[config.mk]
export PLATFORM = sky130hd
export DESIGN_NAME = ipi_dispatcher
export DESIGN_NICKNAME = d
export VERILOG_FILES = /design/src/rtl/ipi_pkg.sv /design/src/rtl/ipi_ctrl.sv /design/src/rtl/ipi_datapath.sv /design/src/rtl/ipi_dispatcher.sv
export SDC_FILE = /design/constraint.sdc
export NUM_CORES = 1
export LEC_CHECK = 0
export BUFFER_PORTS_ARGS = -buffer_cell sky130_fd_sc_hd__buf_2
export CORE_MARGIN = 10
export CORE_UTILIZATION = 50
export CTS_CLUSTER_DIAMETER = 40
export DETAILED_ROUTE_END_ITERATION = 8
export PLACE_DENSITY = 0.8
export RECOVER_POWER = 50
export SYNTH_ARGS = -nofsm -noshare
export SYNTH_HDL_FRONTEND = slang
export SYNTH_HIERARCHICAL = 1
export SYNTH_SLANG_ARGS = --single-unit
[constraint.sdc]
create_clock -name clk -period 4.3 [get_ports clk]
set_input_delay 0.645 -clock clk [delete_from_list [all_inputs] [get_ports clk]]
set_output_delay 0.645 -clock clk [all_outputs]
set_load 0.03 [all_outputs]
[src/rtl/ipi_pkg.sv]
package ipi_pkg;
  localparam int IPI_CHANNELS = 4;
  localparam int CH_IDX_W     = $clog2(IPI_CHANNELS);
  localparam int DATA_W       = 32;
  localparam int CH_STRIDE    = 16;
  localparam int DISP_BASE    = 32'h0000_0040;
  localparam int VP_BASE      = 32'h0000_10A0;
  localparam logic [DATA_W-1:0] VP_WR_MASK = 32'h804F_00FF;
  localparam logic [DATA_W-1:0] VP_RESET   = 32'h8000_0000;
  localparam int ACTIVE_BIT   = 30;
  localparam int SENSE_BIT    = 22;

  typedef struct packed {
    logic [IPI_CHANNELS-1:0] dispWr;
    logic [IPI_CHANNELS-1:0] vpWr;
    logic [IPI_CHANNELS-1:0] dispRd;
    logic [IPI_CHANNELS-1:0] vpRd;
  } regStrobes_t;
endpackage

[src/rtl/ipi_ctrl.sv]
module ipi_ctrl
  import ipi_pkg::*;
#(
  parameter int NUM_CPUS = 4,
  parameter int ADDR_W   = 16
) (
  input  logic                          clk,
  input  logic                          rstN,
  input  logic                          regWrEn,
  input  logic [ADDR_W-1:0]             regAddr,
  input  logic [NUM_CPUS-1:0]           ackValid,
  input  logic [NUM_CPUS*CH_IDX_W-1:0]  ackChan,
  output regStrobes_t                   strobes,
  output logic [IPI_CHANNELS-1:0][NUM_CPUS-1:0] ackClr
);
  logic aligned;
  assign aligned = (regAddr[3:0] == 4'h0);

  for (genvar c = 0; c < IPI_CHANNELS; c++) begin : g_dec
    localparam logic [ADDR_W-1:0] DISP_OFS = ADDR_W'(DISP_BASE + c * CH_STRIDE);
    localparam logic [ADDR_W-1:0] VP_OFS   = ADDR_W'(VP_BASE + c * CH_STRIDE);
    logic hitDisp, hitVp;
    assign hitDisp = aligned && (regAddr == DISP_OFS);
    assign hitVp   = aligned && (regAddr == VP_OFS);
    assign strobes.dispWr[c] = regWrEn && hitDisp;
    assign strobes.vpWr[c]   = regWrEn && hitVp;
    assign strobes.dispRd[c] = hitDisp;
    assign strobes.vpRd[c]   = hitVp;
    for (genvar n = 0; n < NUM_CPUS; n++) begin : g_ack
      assign ackClr[c][n] = ackValid[n] &&
                            (ackChan[n*CH_IDX_W +: CH_IDX_W] == CH_IDX_W'(c));
    end
  end

  // an unaligned offset must not reach any register
  assert_unaligned_quiet_R9: assert property (@(posedge clk) disable iff (!rstN)
    (regAddr[3:0] != 4'h0) |-> (strobes == '0));
endmodule

[src/rtl/ipi_datapath.sv]
module ipi_datapath
  import ipi_pkg::*;
#(
  parameter int NUM_CPUS = 4
) (
  input  logic                                  clk,
  input  logic                                  rstN,
  input  regStrobes_t                           strobes,
  input  logic [IPI_CHANNELS-1:0][NUM_CPUS-1:0] ackClr,
  input  logic [DATA_W-1:0]                     wrData,
  output logic [DATA_W-1:0]                     rdData,
  output logic [IPI_CHANNELS-1:0]               fireEvent
);
  logic [NUM_CPUS-1:0] destMask [IPI_CHANNELS];
  logic [DATA_W-1:0]   vpStore  [IPI_CHANNELS];
  logic [IPI_CHANNELS-1:0] active, fireQ, ackAny, refire;
  logic [NUM_CPUS-1:0] remaining [IPI_CHANNELS];
  logic [NUM_CPUS-1:0] wrBits;

  assign wrBits = wrData[NUM_CPUS-1:0];

  for (genvar c = 0; c < IPI_CHANNELS; c++) begin : g_ch
    assign ackAny[c]    = |ackClr[c];
    assign remaining[c] = destMask[c] & ~ackClr[c];
    assign refire[c]    = ackAny[c] && (|remaining[c]) && !vpStore[c][SENSE_BIT];

    always_ff @(posedge clk) begin
      if (!rstN) begin
        destMask[c] <= '0;
        vpStore[c]  <= VP_RESET;
        active[c]   <= 1'b0;
        fireQ[c]    <= 1'b0;
      end else begin
        if (strobes.dispWr[c])   destMask[c] <= remaining[c] | wrBits;
        else if (ackAny[c])      destMask[c] <= remaining[c];
        if (strobes.vpWr[c])     vpStore[c]  <= wrData & VP_WR_MASK;
        fireQ[c] <= strobes.dispWr[c] || refire[c];
        if (strobes.dispWr[c] || refire[c])        active[c] <= 1'b1;
        else if (ackAny[c] && !(|remaining[c]))    active[c] <= 1'b0;
      end
    end

    // every written bit is present in the mask afterwards
    assert_or_sets_R2: assert property (@(posedge clk) disable iff (!rstN)
      strobes.dispWr[c] |=> ((destMask[c] & $past(wrBits)) == $past(wrBits)));
    // a pulse always has a cause on its own channel one cycle earlier
    assert_fire_cause_R3: assert property (@(posedge clk) disable iff (!rstN)
      fireQ[c] |-> $past(strobes.dispWr[c] || ackAny[c]));
    // level-sensitive channels never re-fire on acknowledge
    assert_level_quiet_R6: assert property (@(posedge clk) disable iff (!rstN)
      (ackAny[c] && !strobes.dispWr[c] && vpStore[c][SENSE_BIT]) |=> !fireQ[c]);
    // writing the vector/priority word alone leaves activity alone
    assert_active_ro_R8: assert property (@(posedge clk) disable iff (!rstN)
      (strobes.vpWr[c] && !strobes.dispWr[c] && !ackAny[c]) |=> (active[c] == $past(active[c])));

    for (genvar n = 0; n < NUM_CPUS; n++) begin : g_cpu
      // acknowledging CPU leaves the mask
      assert_ack_clears_R4: assert property (@(posedge clk) disable iff (!rstN)
        (ackClr[c][n] && !strobes.dispWr[c]) |=> !destMask[c][n]);
    end
  end

  always_comb begin
    rdData = '1;
    for (int c = 0; c < IPI_CHANNELS; c++) begin
      if (strobes.dispRd[c]) rdData = DATA_W'(destMask[c]);
      if (strobes.vpRd[c]) begin
        rdData = vpStore[c];
        rdData[ACTIVE_BIT] = active[c];
      end
    end
  end

  assign fireEvent = fireQ;
endmodule

[src/rtl/ipi_dispatcher.sv]
module ipi_dispatcher
  import ipi_pkg::*;
#(
  parameter int NUM_CPUS = 4,
  parameter int ADDR_W   = 16
) (
  input  logic                          clk,
  input  logic                          rstN,
  input  logic                          regWrEn,
  input  logic [ADDR_W-1:0]             regAddr,
  input  logic [DATA_W-1:0]             regWrData,
  output logic [DATA_W-1:0]             regRdData,
  input  logic [NUM_CPUS-1:0]           ackValid,
  input  logic [NUM_CPUS*CH_IDX_W-1:0]  ackChan,
  output logic [IPI_CHANNELS-1:0]       fireEvent
);
  regStrobes_t strobes;
  logic [IPI_CHANNELS-1:0][NUM_CPUS-1:0] ackClr;

  ipi_ctrl #(.NUM_CPUS(NUM_CPUS), .ADDR_W(ADDR_W)) uCtrl (
    .clk(clk), .rstN(rstN), .regWrEn(regWrEn), .regAddr(regAddr),
    .ackValid(ackValid), .ackChan(ackChan), .strobes(strobes), .ackClr(ackClr)
  );

  ipi_datapath #(.NUM_CPUS(NUM_CPUS)) uData (
    .clk(clk), .rstN(rstN), .strobes(strobes), .ackClr(ackClr),
    .wrData(regWrData), .rdData(regRdData), .fireEvent(fireEvent)
  );
endmodule

==> results of run 1 <==
## Yosys cell counts, drive strengths merged (8+ instances only)
cell type	instances	area, um2
o21ai	11	55.1
inv	16	65.1
nor3b	9	67.6
nor2	23	86.3
and3	57	357
nor2b	37	234
a22oi	24	180
nand2b	11	68.8
a21o	9	67.6
buf	25	191
nor3	13	80.1
edfxtp	72	2160
clkbuf	27	105
a21oi	12	60.1
dfxtp	8	160
nand2	20	75.1
## per-stage QoR
stage	instances	setup slack [ns]	utilization [%]	hold slack (ns)	total power, mW
floorplan	437	0.922	-	0.463	1.00
global placement	585	0.630	56.0	0.490	1.06
detailed placement	585	0.544	56.0	0.504	1.07
CTS	601	0.542	58.0	0.523	1.57
global route	601	0.336	57.7	0.548	1.62
finish	601	0.551	57.7	0.524	1.56
## cell type report
type | count | share of cell area, %
clock buffers | 9 | 2.44
clock inverters | 7 | 1.08
inverters | 16 | 1.28
multi-input cells | 289 | 37.6
flip-flops and latches | 80 | 45.7
well taps | 108 | 2.66
repair buffers | 92 | 9.23
## worst max path at each step
stage,start,to,cells past startpoint
floorplan,regAddr[10],regRdData[22],10
global placement,regAddr[10],regRdData[2],9
detailed placement,regAddr[10],regRdData[0],9
CTS,regAddr[10],regRdData[0],9
global route,regAddr[10],regRdData[31],10
finish,regAddr[10],regRdData[4],10
## power groups by stage
stage,Sequential (mW),Combinational (mW),Clock [mW]
floorplan,0.925,0.0765,0
global placement,0.930,0.132,0
detailed placement,0.932,0.136,0
CTS,0.914,0.137,0.514
global route,0.919,0.153,0.545
finish,0.915,0.138,0.510
## registers in the layout, indices dropped and copies added, names as in the netlist
register         cells
uData/active         4
uData/fireEvent      4
uData/vpStore       56
uData/destMask      16
## metal layers
layer / vias to the layer above / GRT usage (%) / wire (um)
li1: 1722 / - / -
met2: 227 / 28.4 / 5640
met1: 1783 / 23.8 / 5040
met5: - / 0 / 0
met4: 0 / 7.17 / 263
met3: 26 / 3.93 / 1170
## worst max-delay path, delay by kind of cell
kind,cells,cell delay [ns]
AOI/OAI and AO/OA,3,0.57
and+or+nand+nor,4,1.30
buffers and inverters,3,0.59
## cells by family after synthesis
| family | share of synthesized area (%) |
|---|---|
| DFF | 50.6 |
| buffers and inverters | 7.89 |
| AOI/OAI and AO/OA | 15.4 |
| and+or+nand+nor | 26.1 |
==> impl_results.md, run 1 <==
* Power Dens Cells at 308 nW/um2
* Wire per inst at 20.2 um
* Via density per instance at 6.25
* Gr usage total at 18.1%
* Reg2reg setup slack at 2.89 ns
* Final hold vios at 0
* CTS H-Tree Depth at 3
* Rows at 34
* WP data arrival at 3.10 ns
* Worst hold stages at 2
* Initial antenna violation count at 0
* Post-Syn Area per Cell at 10.5 um2
* CTS buffer count at 9
* Port Buf Inserts at 80
* Synthesized flop and latch total at 80
* Clock power frac at 32.6%
* Flop pwr share at 58.5%
* Hold path start: uData/active[0]$_SDFFE_PN0P_
* Die area at 13400 um2
* CP Capture Type: output pin
* Sw Share at 26.1%
* Most frequent cells in the layout: 75 x buf_2, 72 x edfxtp_1, 57 x and3_1
* FILL cells at 737
* Skew-Pair Late Insertion Delay at 0.35 ns
* Vias at 3758
* Layout area overhead at 10.8%
* Overflow after GRT at 0
* FMAX at 0.267 GHz
* DR pass1 iterations at 5
* Slew HR at 44.3%
* Final WL at 12.1 mm
* CP Launch Type: input pin
* Clk slew on worst S/H paths at 0.08 ns
* Mapped Nets at 500
* CP required at 3.65 ns
* Commonest non-fill, non-tap cell in the layout: buf_2
* Yosys Warn Count at 6
* Area of the multi-input gates at 1910 um2
* Post-CTS Setup Bufs at 0
* Kind of critical path: input pin to output pin
* Hold endpoint: uData/active[0]$_SDFFE_PN0P_
* Final setup viols at 0
* Post-Syn Area at 4590 um2
* Synth Flop Type: edfxtp_1
* Crit share post-route at 87.2%
* Hold bufs inserted after CTS at 0
* Clock Root Buffer: clkbuf_8
* DRT iter0 DRCs at 477
* Slowest cell on crit path: nor3_2
* RSZ-0062 raised after global routing: no
* Post-synth EDFFs at 72
* Share of layout cells above drive strength 1 at 22.3%
* Largest net degree at the start of global routing at 52
* Setup TNS at 0 ns
* Die height at 116 um
* Sequential area share after synthesis at 50.6%
* Outcome: finished, final reports clean
* Initial Utilization at 52.1%
* DP Wirelength at 8.57 mm
* TritonCTS clock tree: yes
* Max-cap viol count at 0
* RR Startpoint: uData/destMask[0][2]$_DFFE_PP_
* Post-DP Area at 4930 um2
* Peak supply drop at 158 uV
* Asr flop ratio synth at 0%
* # resized after CTS at 0
* Psw at 409 uW
* RD Place Congestion at 0.897
* Die Wd at 116 um
* Static Leak at 2.01 nW
* DRC at 0
* Least-Margin Pin Slew at 0.836 ns
* Ant. Diodes at 0
* Worst r2r path cells at 4
* Sinks on Clock Net at 80
* Int Pwr at 1.15 mW
* Design Area, Final at 5080 um2
* Synthesized instance count at 437
* Vias in the first global route at 3583
* Crit path max fanout at 14
* IO Pins at 99
* Max clock buf depth at 2
* Post-route ant nets at 0
* Reg area at 2320 um2
* Final Max Slew Viols at 0
* Core ar. at 8810 um2
* Reg-to-Reg End: uData/active[0]$_SDFFE_PN0P_
* Final nets at 551
* Crit path cell chain: clkbuf_1, nor4_4, nand4_4, nor3_2, buf_4, nor2_1, a21o_1, a22oi_1, o21ai_1, buf_2
* Tmin final at 3.75 ns
* Gate power share at 8.8%
* Clk_skew at 0.00852 ns
* First-pass GRT wire length at 19.0 mm
* Worst min path class: register to register
* Synth cell types at 39
* Crit-path max cell delay at 0.52 ns
No activity file was read; power rests on OpenSTA's default activity.
==> inputs of run 2 (changes only) <==
--- a/config.mk
+++ b/config.mk
@@ -10,7 +10,7 @@
 export CORE_UTILIZATION = 50
 export CTS_CLUSTER_DIAMETER = 40
 export DETAILED_ROUTE_END_ITERATION = 8
-export PLACE_DENSITY = 0.8
+export PLACE_DENSITY = 0.74
 export RECOVER_POWER = 50
 export SYNTH_ARGS = -nofsm -noshare
 export SYNTH_HDL_FRONTEND = slang
==> run 2 against run 1 <==
Sequential cell count is the same. Largest power group unchanged. Critical endpoint is now regRdData[5]. Core utilization shrank 0.17 points. Global-route usage shrank 0.15 points. Maximum frequency grew 0.15%. Final area shrank 0.30%.
==> impl_results.md, run 2 (synthesis gave the netlist of run 1 again) <==
* Clk_skew at 0.00622 ns
* CTS buffer count at 9
* Via density per instance at 6.03
* Crit path max fanout at 14
* Port Buf Inserts at 80
* Post-route ant nets at 0
* Commonest non-fill, non-tap cell in the layout: buf_2
* Largest registers: uData/vpStore (56), uData/destMask (16)
* Slew HR at 47.8%
* # resized after CTS at 0
* Die area at 13400 um2
* Initial antenna violation count at 0
* Vias at 3624
* Die height at 116 um
* DRT iter0 DRCs at 315
* Layout area overhead at 10.5%
* Largest reg by FF count: uData/vpStore
* Vias in the first global route at 3506
* Design Area, Final at 5070 um2
* Most frequent cells in the layout: 75 x buf_2, 72 x edfxtp_1, 57 x and3_1
* Hold bufs inserted after CTS at 0
* Gr usage total at 17.9%
* Max clock buf depth at 2
* Initial Utilization at 52.1%
* Tmin final at 3.74 ns
* Final Max Slew Viols at 0
* Ant. Diodes at 0
* Core ar. at 8810 um2
* Final hold vios at 0
* RSZ-0062 raised after global routing: no
* Clock Root Buffer: clkbuf_8
* Final worst setup slack at 0.557 ns
* Wire per inst at 20.0 um
* CTS H-Tree Depth at 3
* Overflow after GRT at 0
* DR pass1 iterations at 5
* Outcome: finished, final reports clean
* Skew-Pair Late Insertion Delay at 0.35 ns
* Power Dens Cells at 303 nW/um2
* Static Leak at 2.01 nW
* Rows at 34
* Die Wd at 116 um
* Final setup viols at 0
* CP required at 3.65 ns
* Final nets at 551
* Final WL at 12.0 mm
* Least-Margin Pin Slew at 0.783 ns
* CP Capture Type: output pin
* WP data arrival at 3.10 ns
* Max-cap viol count at 0
* FMAX at 0.267 GHz
* Max reg flops at 56
* Peak supply drop at 196 uV
* CP Launch Type: input pin
* Clk slew on worst S/H paths at 0.08 ns
* Worst min path class: register to register
* Dpl ws at 0.530 ns
* Sinks on Clock Net at 80
* DRC at 0
* Post-CTS Setup Bufs at 0
* TritonCTS clock tree: yes
* RD Place Congestion at 0.871
* Largest net degree at the start of global routing at 53
* First-pass GRT wire length at 18.7 mm
* Post-DP Area at 4930 um2
* Setup TNS at 0 ns
* IO Pins at 99
* Kind of critical path: input pin to output pin
* Crit share post-route at 87.1%
* DP Wirelength at 8.73 mm
* Share of layout cells above drive strength 1 at 21.9%
run 2: cell count changes in the layout (fill, tap and decap cells not counted), sizes merged:
cell	before	now
clkinvlp	3	2
inv	18	17
clkbuf	18	20
run 2: cell type report:
type / instances / area [um2]
Tap cell: 108 / 135
Multi-Input combinational cell: 289 / 1910
Inverter: 16 / 65.1
Fill cell: 748 / 3740
Clock inverter: 5 / 32.5
Clock buffer: 11 / 131
Timing Repair Buffer: 92 / 469
Sequential cell: 80 / 2320
run 2: worst paths after layout:
check	endpoint	slack [ns]	start	cells past startpoint
max reg2reg	uData/active[2]$_SDFFE_PN0P_	2.90	uData/destMask[2][2]$_SDFFCE_PN0P_	4
max	regRdData[5]	0.56	regAddr[10]	10
min reg2reg	uData/active[3]$_SDFFE_PN0P_	0.52	uData/active[3]$_SDFFE_PN0P_	2
min	uData/active[3]$_SDFFE_PN0P_	0.52	uData/active[3]$_SDFFE_PN0P_	2
run 2: power breakdown:
part | internal (mW) | switching, mW | leakage (nW)
sequential | 0.892 | 0.0235 | 0.774
clock | 0.209 | 0.272 | 0.0774
combinational | 0.0485 | 0.0890 | 1.16
total | 1.15 | 0.384 | 2.01
run 2: critical path: stages:
cell      delay, ns
clkbuf_1       0.09
nor4_4         0.37
nand4_4        0.21
nor3_2         0.54
buf_4          0.31
nor2_1         0.19
a21o_1         0.23
a22oi_1        0.22
o21ai_1        0.09
buf_2          0.19
run 2: per-layer routing:
metal  part of all wire, %  GRT usage [%]
met1                    43           23.9
met3                   7.6           3.20
met5                     0              0
met4                   1.3           6.26
met2                    49           28.7
run 2: stage by stage:
stage | std cells | utilization (%) | total power, mW | hold slack [ns]
finish | 601 | 57.5 | 1.53 | 0.517
global route | 601 | 57.5 | 1.60 | 0.558
CTS | 601 | 57.8 | 1.54 | 0.513
detailed placement | 585 | 56.0 | 1.07 | 0.494
global placement | 585 | 56.0 | 1.06 | 0.485
floorplan | 437 | - | 1.00 | 0.463
==> inputs of run 3 (changes only) <==
--- a/config.mk
+++ b/config.mk
@@ -8,6 +8,7 @@
 export BUFFER_PORTS_ARGS = -buffer_cell sky130_fd_sc_hd__buf_2
 export CORE_MARGIN = 10
 export CORE_UTILIZATION = 50
+export CTS_BUF_LIST = sky130_fd_sc_hd__clkbuf_8
 export CTS_CLUSTER_DIAMETER = 40
 export DETAILED_ROUTE_END_ITERATION = 8
 export PLACE_DENSITY = 0.74
==> run 3 against run 2 <==
Sequential power hardly changed. Sequential share of layout area stayed put. Via count is 1.3% higher. Non-clock buffer count stayed put. Worst setup slack worse by 0.0055 ns. Critical path depth is 1 lower. Die area stayed put. Cell count stayed put. Register-to-register slack better by 0.02 ns. Core utilization stayed put. Total power is 0.40% lower. Maximum frequency is 0.15% lower.
==> impl_results.md, run 3 (synthesis gave the netlist of run 1 again) <==
* Outcome: finished, final reports clean
* Post-route ant nets at 0
* Reg2reg setup slack at 2.92 ns
* Kind of critical path: input pin to output pin
* Dpl ws at 0.530 ns
* Final WL at 12.0 mm
* Final nets at 551
* Peak supply drop at 193 uV
* Hold endpoint: uData/active[3]$_SDFFE_PN0P_
* FMAX at 0.267 GHz
* RD Place Congestion at 0.871
* Tmin final at 3.75 ns
* RR Startpoint: uData/destMask[2][2]$_SDFFCE_PN0P_
* Design Area, Final at 5070 um2
* Gr usage total at 17.9%
* Vias at 3671
* Crit share post-route at 87.2%
* Layout area overhead at 10.5%
* Final setup viols at 0
* Cells after DPL at 585
* Top Layer Used: met4
* DR pass1 iterations at 5
* WP data arrival at 3.10 ns
* Die area at 13400 um2
* Least-Margin Pin Slew at 0.781 ns
* M1 wire length at 4.97 mm
* Hold path start: uData/active[3]$_SDFFE_PN0P_
* First-pass GRT wire length at 18.7 mm
* Power Dens Cells at 302 nW/um2
* Tot Pwr at 1.53 mW
* Wire length on met3 at 1.05 mm
* Share of layout cells above drive strength 1 at 21.9%
* DRC at 0
* Worst min path class: register to register
* CP Capture Type: output pin
* Reg-to-Reg End: uData/active[2]$_SDFFE_PN0P_
* Met2 WL at 5.81 mm
* TritonCTS clock tree: yes
* Final Max Slew Viols at 0
* Final hold vios at 0
* Vias in the first global route at 3508
* Largest registers: uData/vpStore (56), uData/destMask (16)
* CP Launch Type: input pin
* Hold bufs inserted after CTS at 0
* Worst r2r path cells at 4
* Worst hold stages at 2
* Ant. Diodes at 0
* Initial antenna violation count at 0
* Overflow after GRT at 0
* Rows at 34
* IO Pins at 99
* Die Wd at 116 um
* Port Buf Inserts at 80
* Crit path max fanout at 9
* DP Wirelength at 8.73 mm
* Largest net degree at the start of global routing at 53
* Commonest non-fill, non-tap cell in the layout: buf_2
* Max reg flops at 56
* Slew HR at 48.0%
* RSZ-0062 raised after global routing: no
* CTS buffer count at 9
* Most frequent cells in the layout: 75 x buf_2, 72 x edfxtp_1, 57 x and3_1
* Clock Root Buffer: clkbuf_8
* Setup TNS at 0 ns
* Skew-Pair Late Insertion Delay at 0.35 ns
* Final core occ at 57.5%
* FILL cells at 748
* Hold_ws at 0.525 ns
* Post-DP Area at 4930 um2
* Largest reg by FF count: uData/vpStore
* # resized after CTS at 0
* Max-cap viol count at 0
* CTS H-Tree Depth at 3
* Clk_skew at 0.00697 ns
* Final worst setup slack at 0.551 ns
* Post-CTS Setup Bufs at 0
* Sinks on Clock Net at 80
* Wire per inst at 20.0 um
* Initial Utilization at 52.1%
* Die height at 116 um
* Post-Layout Cell Count at 601
* Core ar. at 8810 um2
* Max clock buf depth at 2
* Clk slew on worst S/H paths at 0.08 ns
* Static Leak at 2.02 nW
* Via density per instance at 6.11
* DRT iter0 DRCs at 302
* CP required at 3.65 ns
[run 3: worst max-delay path: stages]
cell	delay [ns]
clkbuf_1	0.09
nor4_4	0.37
nand4_4	0.21
nor3_2	0.30
nor2b_1	0.30
nor2b_1	0.65
a22oi_1	0.14
o21ai_1	0.15
buf_2	0.23
[run 3: area by class of cell]
type / count / area, um2 / area share [%]
clock inverters: 7 / 40.0 / 0.790
flip-flops and latches: 80 / 2320 / 45.8
clock buffers: 9 / 124 / 2.44
inverters: 16 / 65.1 / 1.28
well taps: 108 / 135 / 2.67
repair buffers: 92 / 469 / 9.26
multi-input cells: 289 / 1910 / 37.7
[run 3: metal layers]
layer  track usage, %  vias up
li1                 -     1717
met1             23.9     1754
met2             28.7      186
met3             3.20       14
met4             6.26        0
met5                0        -
[run 3: worst max path at each step]
stage / startpoint / end / slack, ns / depth (start not counted)
after floorplan: regAddr[10] / regRdData[22] / 0.92 / 10
after global placement: regAddr[10] / regRdData[19] / 0.61 / 9
after detailed placement: regAddr[10] / regRdData[5] / 0.53 / 10
after CTS: regAddr[10] / regRdData[5] / 0.53 / 10
after global routing: regAddr[10] / regRdData[19] / 0.30 / 9
final: regAddr[10] / regRdData[19] / 0.55 / 9
[run 3: power breakdown]
part	switching [mW]	internal (mW)	total (mW)
sequential	0.0233	0.892	0.916
combinational	0.0891	0.0485	0.138
clock	0.271	0.204	0.475
total	0.383	1.15	1.53
